$ cat src/rtl/async_rx_pkg.sv
package async_rx_pkg;
  localparam int unsigned DATA_W   = 8;
  localparam int unsigned OVS      = 8;
  localparam int unsigned STAT_W   = 8;
  // status positions
  localparam int unsigned ACT_BIT  = 1;
  localparam int unsigned FULL_BIT = 3;
  localparam int unsigned FERR_BIT = 5;
  localparam int unsigned OVR_BIT  = 6;
  localparam int unsigned PERR_BIT = 7;

  typedef enum logic [2:0] {
    ST_IDLE,
    ST_START,
    ST_DATA,
    ST_PAR,
    ST_STOP
  } rx_state_e;
endpackage

$ cat src/rtl/rx_line_sync.sv
module rx_line_sync #(
  parameter int unsigned STAGES = 2
) (
  input  logic clk_i,
  input  logic rst_ni,
  input  logic d_i,
  output logic q_o
);
  logic [STAGES-1:0] stg_q;

  for (genvar g = 0; g < STAGES; g++) begin : g_stg
    if (g == 0) begin : g_first
      always_ff @(posedge clk_i or negedge rst_ni)
        if (!rst_ni) stg_q[g] <= 1'b1;
        else         stg_q[g] <= d_i;
    end else begin : g_next
      always_ff @(posedge clk_i or negedge rst_ni)
        if (!rst_ni) stg_q[g] <= 1'b1;
        else         stg_q[g] <= stg_q[g-1];
    end
  end

  assign q_o = stg_q[STAGES-1];
endmodule

$ cat src/rtl/rx_frame_fsm.sv
module rx_frame_fsm
  import async_rx_pkg::*;
#(
  parameter int unsigned DW  = DATA_W,
  parameter int unsigned OV  = OVS
) (
  input  logic          clk_i,
  input  logic          rst_ni,
  input  logic          rxd_i,
  input  logic          tick_i,
  input  logic          par_odd_i,
  output logic          active_o,
  output logic          done_o,
  output logic [DW-1:0] byte_o,
  output logic          ferr_o,
  output logic          perr_o
);
  localparam int unsigned CNT_W = (OV > 1) ? $clog2(OV) : 1;
  localparam int unsigned IDX_W = (DW > 1) ? $clog2(DW) : 1;
  localparam logic [CNT_W-1:0] SMP  = CNT_W'(OV/2 - 1);
  localparam logic [CNT_W-1:0] LAST = CNT_W'(OV - 1);
  localparam logic [IDX_W-1:0] LBIT = IDX_W'(DW - 1);

  rx_state_e        state_q;
  logic [CNT_W-1:0] cnt_q;
  logic [IDX_W-1:0] idx_q;
  logic [DW-1:0]    sh_q;
  logic             pbit_q;

  wire smp_w = tick_i && (cnt_q == SMP);
  wire end_w = tick_i && (cnt_q == LAST);

  always_ff @(posedge clk_i or negedge rst_ni) begin
    if (!rst_ni) begin
      state_q <= ST_IDLE;
      cnt_q   <= '0;
      idx_q   <= '0;
      sh_q    <= '0;
      pbit_q  <= 1'b0;
      done_o  <= 1'b0;
      byte_o  <= '0;
      ferr_o  <= 1'b0;
      perr_o  <= 1'b0;
    end else begin
      done_o <= 1'b0;
      if (tick_i) cnt_q <= (cnt_q == LAST) ? '0 : cnt_q + 1'b1;
      unique case (state_q)
        ST_IDLE: if (tick_i && !rxd_i) begin
          state_q <= ST_START;
          cnt_q   <= CNT_W'(1);  // detection tick is tick 0
        end
        ST_START: begin
          if (smp_w && rxd_i) state_q <= ST_IDLE;  // noise
          else if (end_w) begin
            state_q <= ST_DATA;
            idx_q   <= '0;
          end
        end
        ST_DATA: begin
          if (smp_w) sh_q <= {rxd_i, sh_q[DW-1:1]};
          if (end_w) begin
            if (idx_q == LBIT) state_q <= ST_PAR;
            else               idx_q   <= idx_q + 1'b1;
          end
        end
        ST_PAR: begin
          if (smp_w) pbit_q  <= rxd_i;
          if (end_w) state_q <= ST_STOP;
        end
        ST_STOP: if (smp_w) begin
          state_q <= ST_IDLE;
          done_o  <= 1'b1;
          byte_o  <= sh_q;
          ferr_o  <= !rxd_i;
          perr_o  <= ((^sh_q) ^ pbit_q) != par_odd_i;
        end
        default: state_q <= ST_IDLE;
      endcase
    end
  end

  assign active_o = (state_q != ST_IDLE);
endmodule

$ cat src/rtl/rx_status_buf.sv
module rx_status_buf
  import async_rx_pkg::*;
#(
  parameter int unsigned DW = DATA_W,
  parameter int unsigned SW = STAT_W
) (
  input  logic          clk_i,
  input  logic          rst_ni,
  input  logic          done_i,
  input  logic [DW-1:0] byte_i,
  input  logic          ferr_i,
  input  logic          perr_i,
  input  logic          active_i,
  input  logic          rd_i,
  output logic [DW-1:0] data_o,
  output logic [SW-1:0] status_o,
  output logic          irq_o
);
  logic full_q, ferr_q, perr_q, ovr_q;

  always_ff @(posedge clk_i or negedge rst_ni) begin
    if (!rst_ni) begin
      data_o <= '0;
      full_q <= 1'b0;
      ferr_q <= 1'b0;
      perr_q <= 1'b0;
      ovr_q  <= 1'b0;
    end else begin
      if (rd_i) begin
        full_q <= 1'b0;
        ferr_q <= 1'b0;
        perr_q <= 1'b0;
        ovr_q  <= 1'b0;
      end
      if (done_i) begin
        if (full_q && !rd_i) ovr_q <= 1'b1;  // keep unread byte
        else begin
          data_o <= byte_i;
          full_q <= 1'b1;
          ferr_q <= ferr_i;
          perr_q <= perr_i;
        end
      end
    end
  end

  always_comb begin
    status_o           = '0;
    status_o[ACT_BIT]  = active_i;
    status_o[FULL_BIT] = full_q;
    status_o[FERR_BIT] = ferr_q;
    status_o[OVR_BIT]  = ovr_q;
    status_o[PERR_BIT] = perr_q;
  end

  assign irq_o = full_q;
endmodule

$ cat src/rtl/async_rx_status.sv
module async_rx_status
  import async_rx_pkg::*;
#(
  parameter int unsigned SYNC_STAGES = 2
) (
  input  logic              clk_i,
  input  logic              rst_ni,
  input  logic              rxd_i,
  input  logic              tick_i,
  input  logic              rd_i,
  input  logic              par_odd_i,
  output logic [DATA_W-1:0] data_o,
  output logic [STAT_W-1:0] status_o,
  output logic              irq_o
);
  logic              rxd_s;
  logic              frame_active;
  logic              frame_done;
  logic [DATA_W-1:0] frame_byte;
  logic              frame_ferr;
  logic              frame_perr;

  rx_line_sync #(.STAGES(SYNC_STAGES)) u_sync (
    .clk_i (clk_i),
    .rst_ni(rst_ni),
    .d_i   (rxd_i),
    .q_o   (rxd_s)
  );

  rx_frame_fsm #(.DW(DATA_W), .OV(OVS)) u_fsm (
    .clk_i    (clk_i),
    .rst_ni   (rst_ni),
    .rxd_i    (rxd_s),
    .tick_i   (tick_i),
    .par_odd_i(par_odd_i),
    .active_o (frame_active),
    .done_o   (frame_done),
    .byte_o   (frame_byte),
    .ferr_o   (frame_ferr),
    .perr_o   (frame_perr)
  );

  rx_status_buf #(.DW(DATA_W), .SW(STAT_W)) u_buf (
    .clk_i   (clk_i),
    .rst_ni  (rst_ni),
    .done_i  (frame_done),
    .byte_i  (frame_byte),
    .ferr_i  (frame_ferr),
    .perr_i  (frame_perr),
    .active_i(frame_active),
    .rd_i    (rd_i),
    .data_o  (data_o),
    .status_o(status_o),
    .irq_o   (irq_o)
  );
endmodule

$ cat config.mk
export PLATFORM = sky130hd
export DESIGN_NAME = async_rx_status
export DESIGN_NICKNAME = d
export VERILOG_FILES = /design/src/rtl/async_rx_pkg.sv /design/src/rtl/rx_line_sync.sv /design/src/rtl/rx_frame_fsm.sv /design/src/rtl/rx_status_buf.sv /design/src/rtl/async_rx_status.sv
export SDC_FILE = /design/constraint.sdc
export NUM_CORES = 1
export LEC_CHECK = 0
export ABC_CLOCK_PERIOD_IN_PS = 1900
export CELL_PAD_IN_SITES_DETAIL_PLACEMENT = 0
export CELL_PAD_IN_SITES_GLOBAL_PLACEMENT = 1
export CORE_UTILIZATION = 47
export CTS_BUF_LIST = sky130_fd_sc_hd__clkbuf_2
export DETAILED_ROUTE_END_ITERATION = 7
export PLACE_DENSITY_LB_ADDON = 0.1
export SYNTH_ARGS = -nofsm -noshare
export SYNTH_HDL_FRONTEND = slang
export SYNTH_HIERARCHICAL = 1
export SYNTH_SLANG_ARGS = --single-unit
$ cat constraint.sdc
create_clock -name clk_i -period 1.9 [get_ports clk_i]
set_input_delay 0.19 -clock clk_i [delete_from_list [all_inputs] [get_ports clk_i]]
set_output_delay 0.19 -clock clk_i [all_outputs]
set_load 0.02 [all_outputs]
* Yosys cells after proc, flatten, opt, wreduce, memory -nomap -nowiden
Cells that the tools add are included.
** Cells by class
- $add $sub $neg :: 2
- Bitwise logic cells :: 2
- Multiplexer cells :: 31
- Equality and inequality tests :: 17
- Reduce and logical (&&, ||, !) cells :: 17
** Operator list (count)
- $mux 3 :: 15
- $pmux 3 s5 :: 1
- $mux 1 :: 14
- $ne 2x1->1 const B :: 6
- $eq 3x2->1 const B :: 3
- $eq 3x3->1 const B :: 3
- $reduce_and 2->1 :: 4
- $reduce_xor 8->1 :: 1
- $add 3x1->3 const B :: 2
- $pmux 3 s2 :: 1
- $reduce_and 6->1 :: 1
- $logic_and 1x1->1 :: 5
- $reduce_and 5->1 :: 1
- $ne 2x2->1 const B :: 2
- $eq 3x1->1 const B :: 1
- $logic_not 3->1 :: 1
- $ne 3x1->1 const B :: 1
- $reduce_bool 3->1 :: 1
- $logic_not 1->1 :: 2
- $reduce_bool 2->1 :: 1
- $ne 1x1->1 :: 1
- $not 1->1 :: 1
- $xor 1x1->1 :: 1
** Word-level totals
- Bits of input ports :: 6
- Bits in registers :: 43
- Output and inout bits :: 17
- Word-level logic and storage cells :: 85

* Depth between registers and ports, before layout
Gate-level depths: netlist of run 1.
- Word-level depth :: 5
- Depth in mapped cells :: 6

* Cells and area by module
Netlist of run 1, hierarchy kept.
** By module, submodules not included
- rx_frame_fsm :: cells an instance 119, area an instance 1435.1 um2, seq. area each 725.7 um2, times used 1
- rx_status_buf :: cells an instance 38, area an instance 524.3 um2, seq. area each 300.3 um2, times used 1
- rx_line_sync :: cells an instance 2, area an instance 52.6 um2, seq. area each 52.6 um2, times used 1

* Worst setup path before layout of run 1
Ideal clock, no wire load.
- Path kind :: reg2reg
- Start point :: register u_fsm.cnt_q[0]
- End point :: register u_fsm.state_q[1]
- Library setup time :: 125 ps
- Data required time :: 1775 ps
- Buffers on the path :: 0
- Slack :: 194 ps
- Cell stages (with the launch flop) :: 7
- Arrival :: 1581 ps
- Cells stage by stage :: dfrtp_1 > ha_1 > ha_1 > a21oi_1 > a21oi_1 > o221ai_2 > mux2_4
** Between the ends
- Cells in the longest elaborated chain, start to end :: 5
** Ends and longest elaborated chain
- start, declared :: line rx_frame_fsm.sv:25 : logic [CNT_W-1:0] cnt_q;
- start signal, assigned :: line rx_frame_fsm.sv:46 : if (tick_i) cnt_q <= (cnt_q == LAST) ? '0 : cnt_q + 1'b1;
- $eq 3x2->1 :: line rx_frame_fsm.sv:30 : wire smp_w = tick_i && (cnt_q == SMP);
- $logic_and 1x1->1 :: line rx_frame_fsm.sv:30
- $logic_and 1x1->1 :: line rx_frame_fsm.sv:53 : if (smp_w && rxd_i) state_q <= ST_IDLE;
- $ne 3x1->1 (no line) or $mux 3 (tied branches)
- $reduce_and 6->1 (no line) or $pmux 3 s5 (tied branches)
- end signal, assigned :: line rx_frame_fsm.sv:35 : state_q <= ST_IDLE;
- end signal, assigned :: line rx_frame_fsm.sv:53
- end signal, assigned :: line rx_frame_fsm.sv:55 : state_q <= ST_DATA;
- end, declared :: line rx_frame_fsm.sv:24 : rx_state_e state_q;
Parallel ways exist; a longest one is shown, timed or not.
A chain may end at the register's enable or synchronous reset.

* Worst setup path in the final report of run 1
- Start point :: register u_fsm.state_q[1]
- End point :: output port status_o[1]
** Between the ends
- Cells in the longest elaborated chain, start to end :: 1
** Ends and longest elaborated chain
- start signal, assigned :: line rx_frame_fsm.sv:35
- start signal, assigned :: line rx_frame_fsm.sv:49 : state_q <= ST_START;
- start signal, assigned :: line rx_frame_fsm.sv:53
- $reduce_bool 3->1 :: line rx_frame_fsm.sv:82 : assign active_o = (state_q != ST_IDLE);
- end, declared :: line async_rx_status.sv:13 : output logic [STAT_W-1:0] status_o,
No other way between the ends.

==> flow_metrics.tcl, run 1 <==
set metrics [dict create \
    placed_cell_area_sq_um 2210 \
    crit_fanout 12 \
    ys_warn_count 6 \
    rsz0062_at_grt "no" \
    synth.most_common_cell "dfrtp_1" \
    std_cell_rows 23 \
    synthTopCellsByCount "41 x dfrtp_1, 25 x mux2_2, 8 x buf_4, 8 x nand2_1, 7 x a21oi_1" \
    p_seq_share_pct 52.1 \
    synth_enable_flop_cells 0 \
    yosysSeqAreaShare_pct 53.6 \
    vias 1211 \
    portBuffers 19 \
    grt_max_degree 44 \
    top_usage_layer "met2" \
    crit_type "reg2out" \
    insertion_delay_ns 0.39 \
    p_sw_share_pct 32.8 \
    clkPwrFrac_pct 16.9 \
    wirelength_um 3270 \
    clkTransAtPathRegs_ns 0.22 \
    wire_per_inst_um 14.0 \
    area_growth_pct 14.2 \
    clock-sinks 43 \
    drt_iter0_markers 77 \
    combPwrFrac_pct 31.0 \
    tightest_slew_ns 0.539 \
    grt_pass1_wl_um 5630 \
    tns_ns 0 \
    finalSetupViolCount 0 \
    pin_count 23 \
    p_leak_nw 1.12 \
    use_met1_pct 21.6 \
    fmax_mhz 551 \
    syn_inst 159 \
    nNetsFinal 193 \
    grt_overflow 0 \
    finClkSkew_ns 0.0160 \
    min_period_ns 1.82 \
    antenna-diode-count 0 \
    synthTopCellsByArea "dfrtp_1 51%, mux2_2 14%, ha_1 3.1%" \
    place_inst 221 \
    grtUsageTotal_pct 17.3 \
    async_flop_share_pct 100 \
    cts_buffers 5 \
    core_sq_um 4060 \
    crit_path_start_kind "register" \
    cts_tree "built" \
    hold_class "in2reg" \
    drive_above_1_share_pct 30.1 \
    use_met3_pct 5.41 \
    die_y_um 67.4 \
    ys.flop_type "dfrtp_1" \
    critPathCaptureType "primary output" \
    drc_errors 0 \
    hpwl_um 2250 \
    hold_viol 0 \
    status "finished clean" \
    grt_pass1_vias 1275 \
    syn_area_sq_um 2010 \
    p_int_mw 1.46 \
    post-synth-top-area-cell "dfrtp_1" \
    synth_seq_cells 43 \
    required_ns 1.71 \
    synth_top_area_share_pct 51.0 \
    htreeDepth 2 \
    drv_slew 0 \
    fin_crit_sh_pct 95.6 \
    ir_drop_mv 0.482 \
    gp_congestion 0.796 \
    syn_avg_cell_area_sq_um 12.7 \
    synth_cell_types 39 \
    powerDensity_nw_per_um2 947 \
    stdcell_area_sq_um 2300 \
    maxCapViolCount 0 \
    cts_root_buf "clkbuf_2" \
    fillers 352 \
    die_w_um 67.4 \
    final_antenna_net_count 0 \
    grtUsageMet2_pct 27.5 \
    cts_buffer_depth 2 \
    initial_core_util_pct 49.6 \
    drt_first_pass_iters 4 \
    p_switching_mw 0.713 \
    maxSlewHeadroom_pct 64.1 \
    crit_arrival_ns 1.63 \
    vias_per_cell 5.20 \
    fin_cells 233 \
    antenna_found_initial 0 \
    fp.dieArea_sq_um 4550 \
]
[power by group through the flow]
stage / sequential [mW] / combinational (mW) / clock (mW)
finish: 1.13 / 0.675 / 0.367
global route: 1.15 / 0.761 / 0.421
CTS: 1.13 / 0.668 / 0.388
detailed placement: 1.16 / 0.640 / 0
global placement: 1.16 / 0.612 / 0
floorplan: 1.09 / 0.581 / 0
[sequential cells by signal, summed over array words and instances, names as in the netlist]
register and flops:
u_buf/data_o 8, u_buf/ferr_q 1, u_buf/irq_o 1, u_buf/ovr_q 1, u_buf/perr_q 1, u_fsm/byte_o 8
u_fsm/cnt_q 3, u_fsm/done_o 1, u_fsm/ferr_o 1, u_fsm/idx_q 3, u_fsm/pbit_q 1, u_fsm/perr_o 1
u_fsm/sh_q 8, u_fsm/state_q 3, u_sync/q_o 1, u_sync/stg_q 1
[worst max-delay path: stages, from the launching register on]
cell	delay, ns
dfrtp_2	0.54
or3_4	0.36
dlygate4sd2_1	0.33
[through the flow]
stage	hold WS, ns	power [mW]	setup WS (ns)	utilization [%]
2_1_floorplan	-0.106	1.68	0.194	-
5_1_grt	0.131	2.33	0.00424	56.6
3_5_place_dp	0.303	1.80	0.0262	54.5
6_report	0.181	2.18	0.0840	56.6
4_1_cts	0.153	2.19	0.0476	56.0
3_3_place_gp	0.287	1.77	0.105	54.5
[final timing paths]
check	from	end	slack, ns	cells after the start
setup / recovery	u_fsm/state_q[1]	status_o[1]	0.08	2
hold / removal	rxd_i	u_sync/stg_q[0]	0.18	1
setup reg to reg	u_fsm/cnt_q[1]	u_fsm/state_q[1]	0.15	6
max in group asynchronous	rst_ni	u_sync/q_o	1.15	3
hold reg to reg	u_sync/stg_q[0]	u_sync/q_o	0.37	0
min in group asynchronous	rst_ni	u_fsm/idx_q[0]	0.36	3
[layout by cell type, fill, tap and decap left out, types with 2 or more instances in the layout]
master           instances
a21o_1                   2
a21oi_1                  5
a21oi_2                  2
a32o_1                   2
buf_4                    6
clkbuf_2                 5
clkdlybuf4s50_1         17
clkinv_1                 2
conb_1                   3
dfrtp_1                 38
dfrtp_2                  3
dfstp_2                  2
ha_1                     4
inv_1                    6
mux2_2                  25
nand2_1                  8
nand2b_1                 2
nand3_1                  3
nand3b_1                 3
nand4_1                  2
nor2_1                   6
o21ai_0                  5
o22ai_1                  2
xnor2_1                  6
[final cells by class]
type                       instances  area [sq um]  area share [%]
multi-input combinational         99           831            36.2
clock inverter                     3          15.0           0.654
sequential                        43          1080            47.1
tap                               50          62.6            2.72
inverter                           6          22.5           0.980
clock buffer                       5          25.0            1.09
timing repair buffer              27           259            11.3
[cell families after synthesis]
kind of cell               count (synthesis)  synth area share, %
AOI/OAI and AO/OA                         20                 6.53
xor gates and xnor gates                   8                 4.17
adders and majority gates                  5                 3.11
buffers and inverters                     19                 5.97
DFF                                       43                 53.6
muxes                                     27                 15.2
other                                      1                0.186
and+or+nand+nor                           36                 11.2
[layer usage]
layer | up-vias | part of all wire [%]
met3 | 5 | 3.9
met1 | 592 | 49
met2 | 24 | 46
li1 | 590 | -
met5 | - | 0
met4 | 0 | 1.2
[what timing repair did]
action / in CTS / in global routing
hold endpoints to repair: 41 / 0
resized for setup: 4 / 3
endpoints found under the setup margin: 1 / 2
setup buffers: 1 / 2
pin swaps: 0 / 0
hold buffers: 1 / 0
No activity file was read; power rests on OpenSTA's default activity.
==> inputs of run 2 (changes only) <==
Settings changed: CORE_UTILIZATION 47 to 53, DONT_BUFFER_PORTS set to 1.
==> run 2 against run 1 <==
  * Sequential power hardly changed
  * Power down 2.0%
  * Non-clock buffer count is 18 lower
  * Clock power is 1% higher
  * Count of clock-buffer cells in the layout increased by 2
  * Cell area is 7.7% lower
  * Die area down 11%
  * Critical path type is now reg2reg
  * Largest cell class unchanged
  * Largest power group unchanged
==> flow_metrics.tcl, run 2 (synthesized netlist as in run 1, its figures left out) <==
set metrics [dict create \
    crit_path_start_kind "register" \
    cts_buffers 5 \
    cts_root_buf "clkbuf_2" \
    crit_fanout 5 \
    rsz0062_at_grt "no" \
    drive_above_1_share_pct 29.7 \
    die_w_um 63.6 \
    cts_tree "built" \
    fp.dieArea_sq_um 4050 \
    min_to "u_fsm/pbit_q" \
    reg2reg_slack_ns 0.11 \
    utilization_pct 57.9 \
    grtUsageTotal_pct 18.1 \
    r2r-end "u_fsm/state_q[1]" \
    grt_max_degree 44 \
    p_leak_nw 1.07 \
    critPathCaptureType "register" \
    ir_drop_mv 0.614 \
    vias_per_cell 5.35 \
    antenna_found_initial 0 \
    drv_slew 0 \
    nNetsFinal 175 \
    layout_commonest_cell "dfrtp_1" \
    portBuffers 0 \
    powerDensity_nw_per_um2 1010 \
    initial_core_util_pct 55.0 \
    clock-sinks 43 \
    drt_first_pass_iters 4 \
    crit_type "reg2reg" \
    insertion_delay_ns 0.39 \
    finalSetupViolCount 0 \
    cts_buffer_depth 2 \
    vias 1139 \
    required_ns 2.20 \
    wirelength_um 3030 \
    grt_pass1_wl_um 5420 \
    pin_count 23 \
    std_cell_rows 22 \
    r2r_cells 6 \
    gp_congestion 0.802 \
    grt_overflow 0 \
    max_stage_delay_ns 0.45 \
    pre_cts_ws_ns 0.0806 \
    min_period_ns 1.79 \
    fillers 305 \
    antenna-diode-count 0 \
    die_y_um 63.6 \
    hpwl_um 2140 \
    core_sq_um 3660 \
    reg_top3 "u_buf/data_o x8, u_fsm/byte_o x8, u_fsm/sh_q x8" \
    place_inst 199 \
    layout_setup_ws_ns 0.109 \
    htreeDepth 2 \
    clkTransAtPathRegs_ns 0.19 \
    fin_crit_sh_pct 94.3 \
    tns_ns 0 \
    finalPower_mw 2.13 \
    final_antenna_net_count 0 \
    fin_cells 213 \
    fmax_mhz 558 \
    hold_class "in2reg" \
    status "finished clean" \
    final_cell_mix "41 x dfrtp_1, 25 x mux2_2, 8 x nand2_1, 7 x clkbuf_2" \
    wire_per_inst_um 14.2 \
    crit_chain "ha_1 -> ha_2 -> nand3_1 -> a21oi_1 -> o221ai_2 -> mux2_4" \
    r2r-start "u_fsm/cnt_q[0]" \
    finClkSkew_ns 0.00811 \
    crit_arrival_ns 2.10 \
    drt_iter0_markers 57 \
    grt_pass1_vias 1177 \
    maxCapViolCount 0 \
    crit_slowest_cell "dfrtp_1" \
    area_growth_pct 5.41 \
    drc_errors 0 \
    hold_path_startpoint "tick_i" \
    hold_depth 2 \
    hold_viol 0 \
]
-- run 2: cell types whose count changed in the layout (fill, tap and decap cells not counted), sizes merged --
cell and change:
buf -4, clkinvlp -1, dlygate4sd3 +4, clkdlybuf4s50 -17, clkbuf +2, clkinv -1, dlygate4sd2 -1
-- run 2: worst max-delay path by stage --
stage | start | end | slack [ns] | cells past startpoint
after floorplan | u_fsm/cnt_q[0] | u_fsm/state_q[1] | 0.19 | 6
after detailed placement | u_fsm/cnt_q[0] | u_fsm/state_q[1] | 0.08 | 6
final | u_fsm/cnt_q[0] | u_fsm/state_q[1] | 0.11 | 6
after global placement | u_fsm/cnt_q[0] | u_fsm/state_q[1] | 0.13 | 6
after CTS | u_fsm/cnt_q[0] | u_fsm/state_q[1] | 0.05 | 6
after global routing | u_fsm/cnt_q[0] | u_fsm/state_q[1] | 0.05 | 6
-- run 2: through the flow --
stage	cell area, sq um	hold WS, ns
after global placement	2000	-0.105
final	2120	0.0396
after floorplan	2020	-0.106
after CTS	2100	0.00518
after detailed placement	2000	-0.105
after global routing	2120	0.0247
-- run 2: what timing repair did --
| item | in CTS | in global routing |
|---|---|---|
| setup endpoints to repair | 0 | 1 |
| setup buffers | 0 | 0 |
| hold buffers | 5 | 1 |
| resized for setup | 0 | 2 |
| endpoints found under the hold margin | 49 | 1 |
-- run 2: power by group --
group | internal, mW | switching (mW) | total (mW)
combinational | 0.332 | 0.294 | 0.626
sequential | 1.02 | 0.114 | 1.13
clock | 0.101 | 0.272 | 0.372
total | 1.45 | 0.680 | 2.13
-- run 2: area by class of cell --
class | instances | area (sq um) | area share (%)
Sequential cell | 43 | 1080 | 50.9
Timing Repair Buffer | 9 | 92.6 | 4.37
Clock buffer | 7 | 35.0 | 1.65
Inverter | 6 | 22.5 | 1.06
Clock inverter | 1 | 5.00 | 0.236
Tap cell | 48 | 60.1 | 2.83
Multi-Input combinational cell | 99 | 827 | 39.0
-- run 2: routing by layer --
metal,global-route usage [%],part of all wire (%),up-vias
li1,-,-,549
met1,22.1,47,560
met2,28.3,46,23
met3,5.07,4.1,7
met4,10.5,2.3,0
met5,0,0,-
-- run 2: critical path, delay by kind of cell (launching register included) --
family | cells | cell delay, ns
flops | 1 | 0.45
fa+ha+maj | 2 | 0.44
compound gates | 2 | 0.37
mux | 1 | 0.32
simple gates | 1 | 0.13
==> inputs of run 3 (changes only) <==
Settings changed: CORE_UTILIZATION 53 to 50, CTS_BUF_LIST sky130_fd_sc_hd__clkbuf_2 to not set.
==> run 3 against run 2 <==
  * Non-clock buffer count shrank 4
  * Flip-flop and latch count is the same
  * Largest cell class unchanged
  * Cell count shrank 1.9%
  * Routed wire length grew 0.93%
  * Critical path type unchanged
  * Power grew 8.9%
  * Register-to-register slack lost 0.02 ns
  * Clock power grew 59%
==> flow_metrics.tcl, run 3 (synthesized netlist as in run 1, its figures left out) <==
set metrics [dict create \
    max_stage_delay_ns 0.40 \
    maxSlewHeadroom_pct 66.6 \
    hold_viol 0 \
    grt_pass1_vias 1205 \
    clock-sinks 43 \
    final_antenna_net_count 0 \
    postCtsSetupBuffers 0 \
    fp.dieArea_sq_um 4280 \
    cts_buffer_depth 2 \
    hold_class "in2reg" \
    finalSetupViolCount 0 \
    utilization_pct 56.7 \
    pre_cts_ws_ns 0.0968 \
    pin_count 23 \
    cts_tree "built" \
    grt_overflow 0 \
    crit_buf_inv 0 \
    crit_type "reg2reg" \
    cts_buffers 5 \
    antenna-diode-count 0 \
    cp_top_family "adder cells" \
    fmax_mhz 553 \
    vias 1128 \
    ir_drop_mv 0.685 \
    std_cell_rows 22 \
    rsz0062_at_grt "no" \
    core_sq_um 3770 \
    hpwl_um 2080 \
    tightest_slew_ns 0.501 \
    crit_path_start_kind "register" \
    drv_slew 0 \
    portBuffers 0 \
    hold_slack_ns 0.0433 \
    area_growth_pct 6.28 \
    vias_per_cell 5.40 \
    maxCapViolCount 0 \
    reg_top3 "u_buf/data_o x8, u_fsm/byte_o x8, u_fsm/sh_q x8" \
    fin_crit_sh_pct 95.2 \
    drt_first_pass_iters 4 \
    wire_per_inst_um 14.6 \
    initial_core_util_pct 53.4 \
    drive_above_1_share_pct 28.0 \
    required_ns 2.08 \
    drt_iter0_markers 83 \
    status "finished clean" \
    grt_pass1_wl_um 5400 \
    die_y_um 65.4 \
    drc_errors 0 \
    crit_arrival_ns 1.99 \
    die_w_um 65.4 \
    critPathCaptureType "register" \
    crit_top_cell "ha_1" \
    layout_setup_ws_ns 0.0913 \
    layout_commonest_cell "dfrtp_1" \
    crit_fanout 5 \
    htreeDepth 2 \
    finClkSkew_ns 0.00562 \
    powerDensity_nw_per_um2 1090 \
    grtUsageTotal_pct 16.8 \
    cts_root_buf "clkbuf_8" \
    final_cell_mix "41 x dfrtp_1, 25 x mux2_2, 8 x nand2_1" \
    p_leak_nw 1.07 \
    insertion_delay_ns 0.29 \
    crit_chain "ha_1 -> ha_1 -> nand3_1 -> a21oi_1 -> o221ai_2 -> mux2_4" \
    antenna_found_initial 0 \
    clkTransAtPathRegs_ns 0.08 \
    crit_slowest_cell "dfrtp_1" \
    gp_congestion 0.724 \
    nNetsFinal 171 \
    min_period_ns 1.81 \
    tns_ns 0 \
    wirelength_um 3050 \
    grt_max_degree 44 \
]
-- run 3: layout make-up --
class	count	area (sq um)
Inverter	6	22.5
Clock inverter	1	8.76
Clock buffer	7	86.3
Multi-Input combinational cell	99	825
Sequential cell	43	1080
Fill cell	307	1630
Tap cell	48	60.1
Timing Repair Buffer	5	57.6
-- run 3: routing by layer --
| metal | wire [um] | part of all wire, % | global-route usage, % | up-vias |
|---|---|---|---|---|
| li1 | - | - | - | 540 |
| met1 | 1450 | 47 | 21.6 | 560 |
| met2 | 1390 | 45 | 26.4 | 23 |
| met3 | 179 | 5.9 | 6.42 | 5 |
| met4 | 36 | 1.2 | 4.89 | 0 |
| met5 | 0 | 0 | 0 | - |
-- run 3: repair_timing --
action | in CTS | in global routing
endpoints found under the setup margin | 0 | 1
endpoints found under the hold margin | 45 | 0
hold buffers | 4 | 0
gates resized for setup | 0 | 1
-- run 3: final timing paths --
| path | end | slack, ns | cells after the start | start |
|---|---|---|---|---|
| max | u_fsm/state_q[1] | 0.09 | 6 | u_fsm/cnt_q[0] |
| min | u_fsm/state_q[2] | 0.04 | 2 | tick_i |
| max reg2reg | u_fsm/state_q[1] | 0.09 | 6 | u_fsm/cnt_q[0] |
| min reg2reg | u_sync/q_o | 0.36 | 0 | u_sync/stg_q[0] |
| max in group asynchronous | u_sync/stg_q[0] | 1.25 | 2 | rst_ni |
| min in group asynchronous | u_fsm/state_q[1] | 0.37 | 2 | rst_ni |
-- run 3: where the power goes --
part | switching (mW) | leakage (nW) | internal [mW] | total (mW)
logic | 0.272 | 0.435 | 0.313 | 0.585
clock network | 0.295 | 0.0484 | 0.298 | 0.592
registers | 0.124 | 0.583 | 1.02 | 1.14
total | 0.691 | 1.07 | 1.63 | 2.32
-- run 3: through the flow --
step                      power [mW]  cell area (sq um)  cells
after floorplan                 1.68               2020    161
final                           2.32               2140    209
after global routing            2.48               2140    209
after CTS                       2.35               2130    209
after global placement          1.70               1990    197
after detailed placement        1.72               1990    197
-- run 3: worst register-to-register path: stages, from the launching register on --
cell and delay (ns):
dfrtp_1 0.40, ha_1 0.22, ha_1 0.25, nand3_1 0.15
a21oi_1 0.11, o221ai_2 0.25, mux2_4 0.32
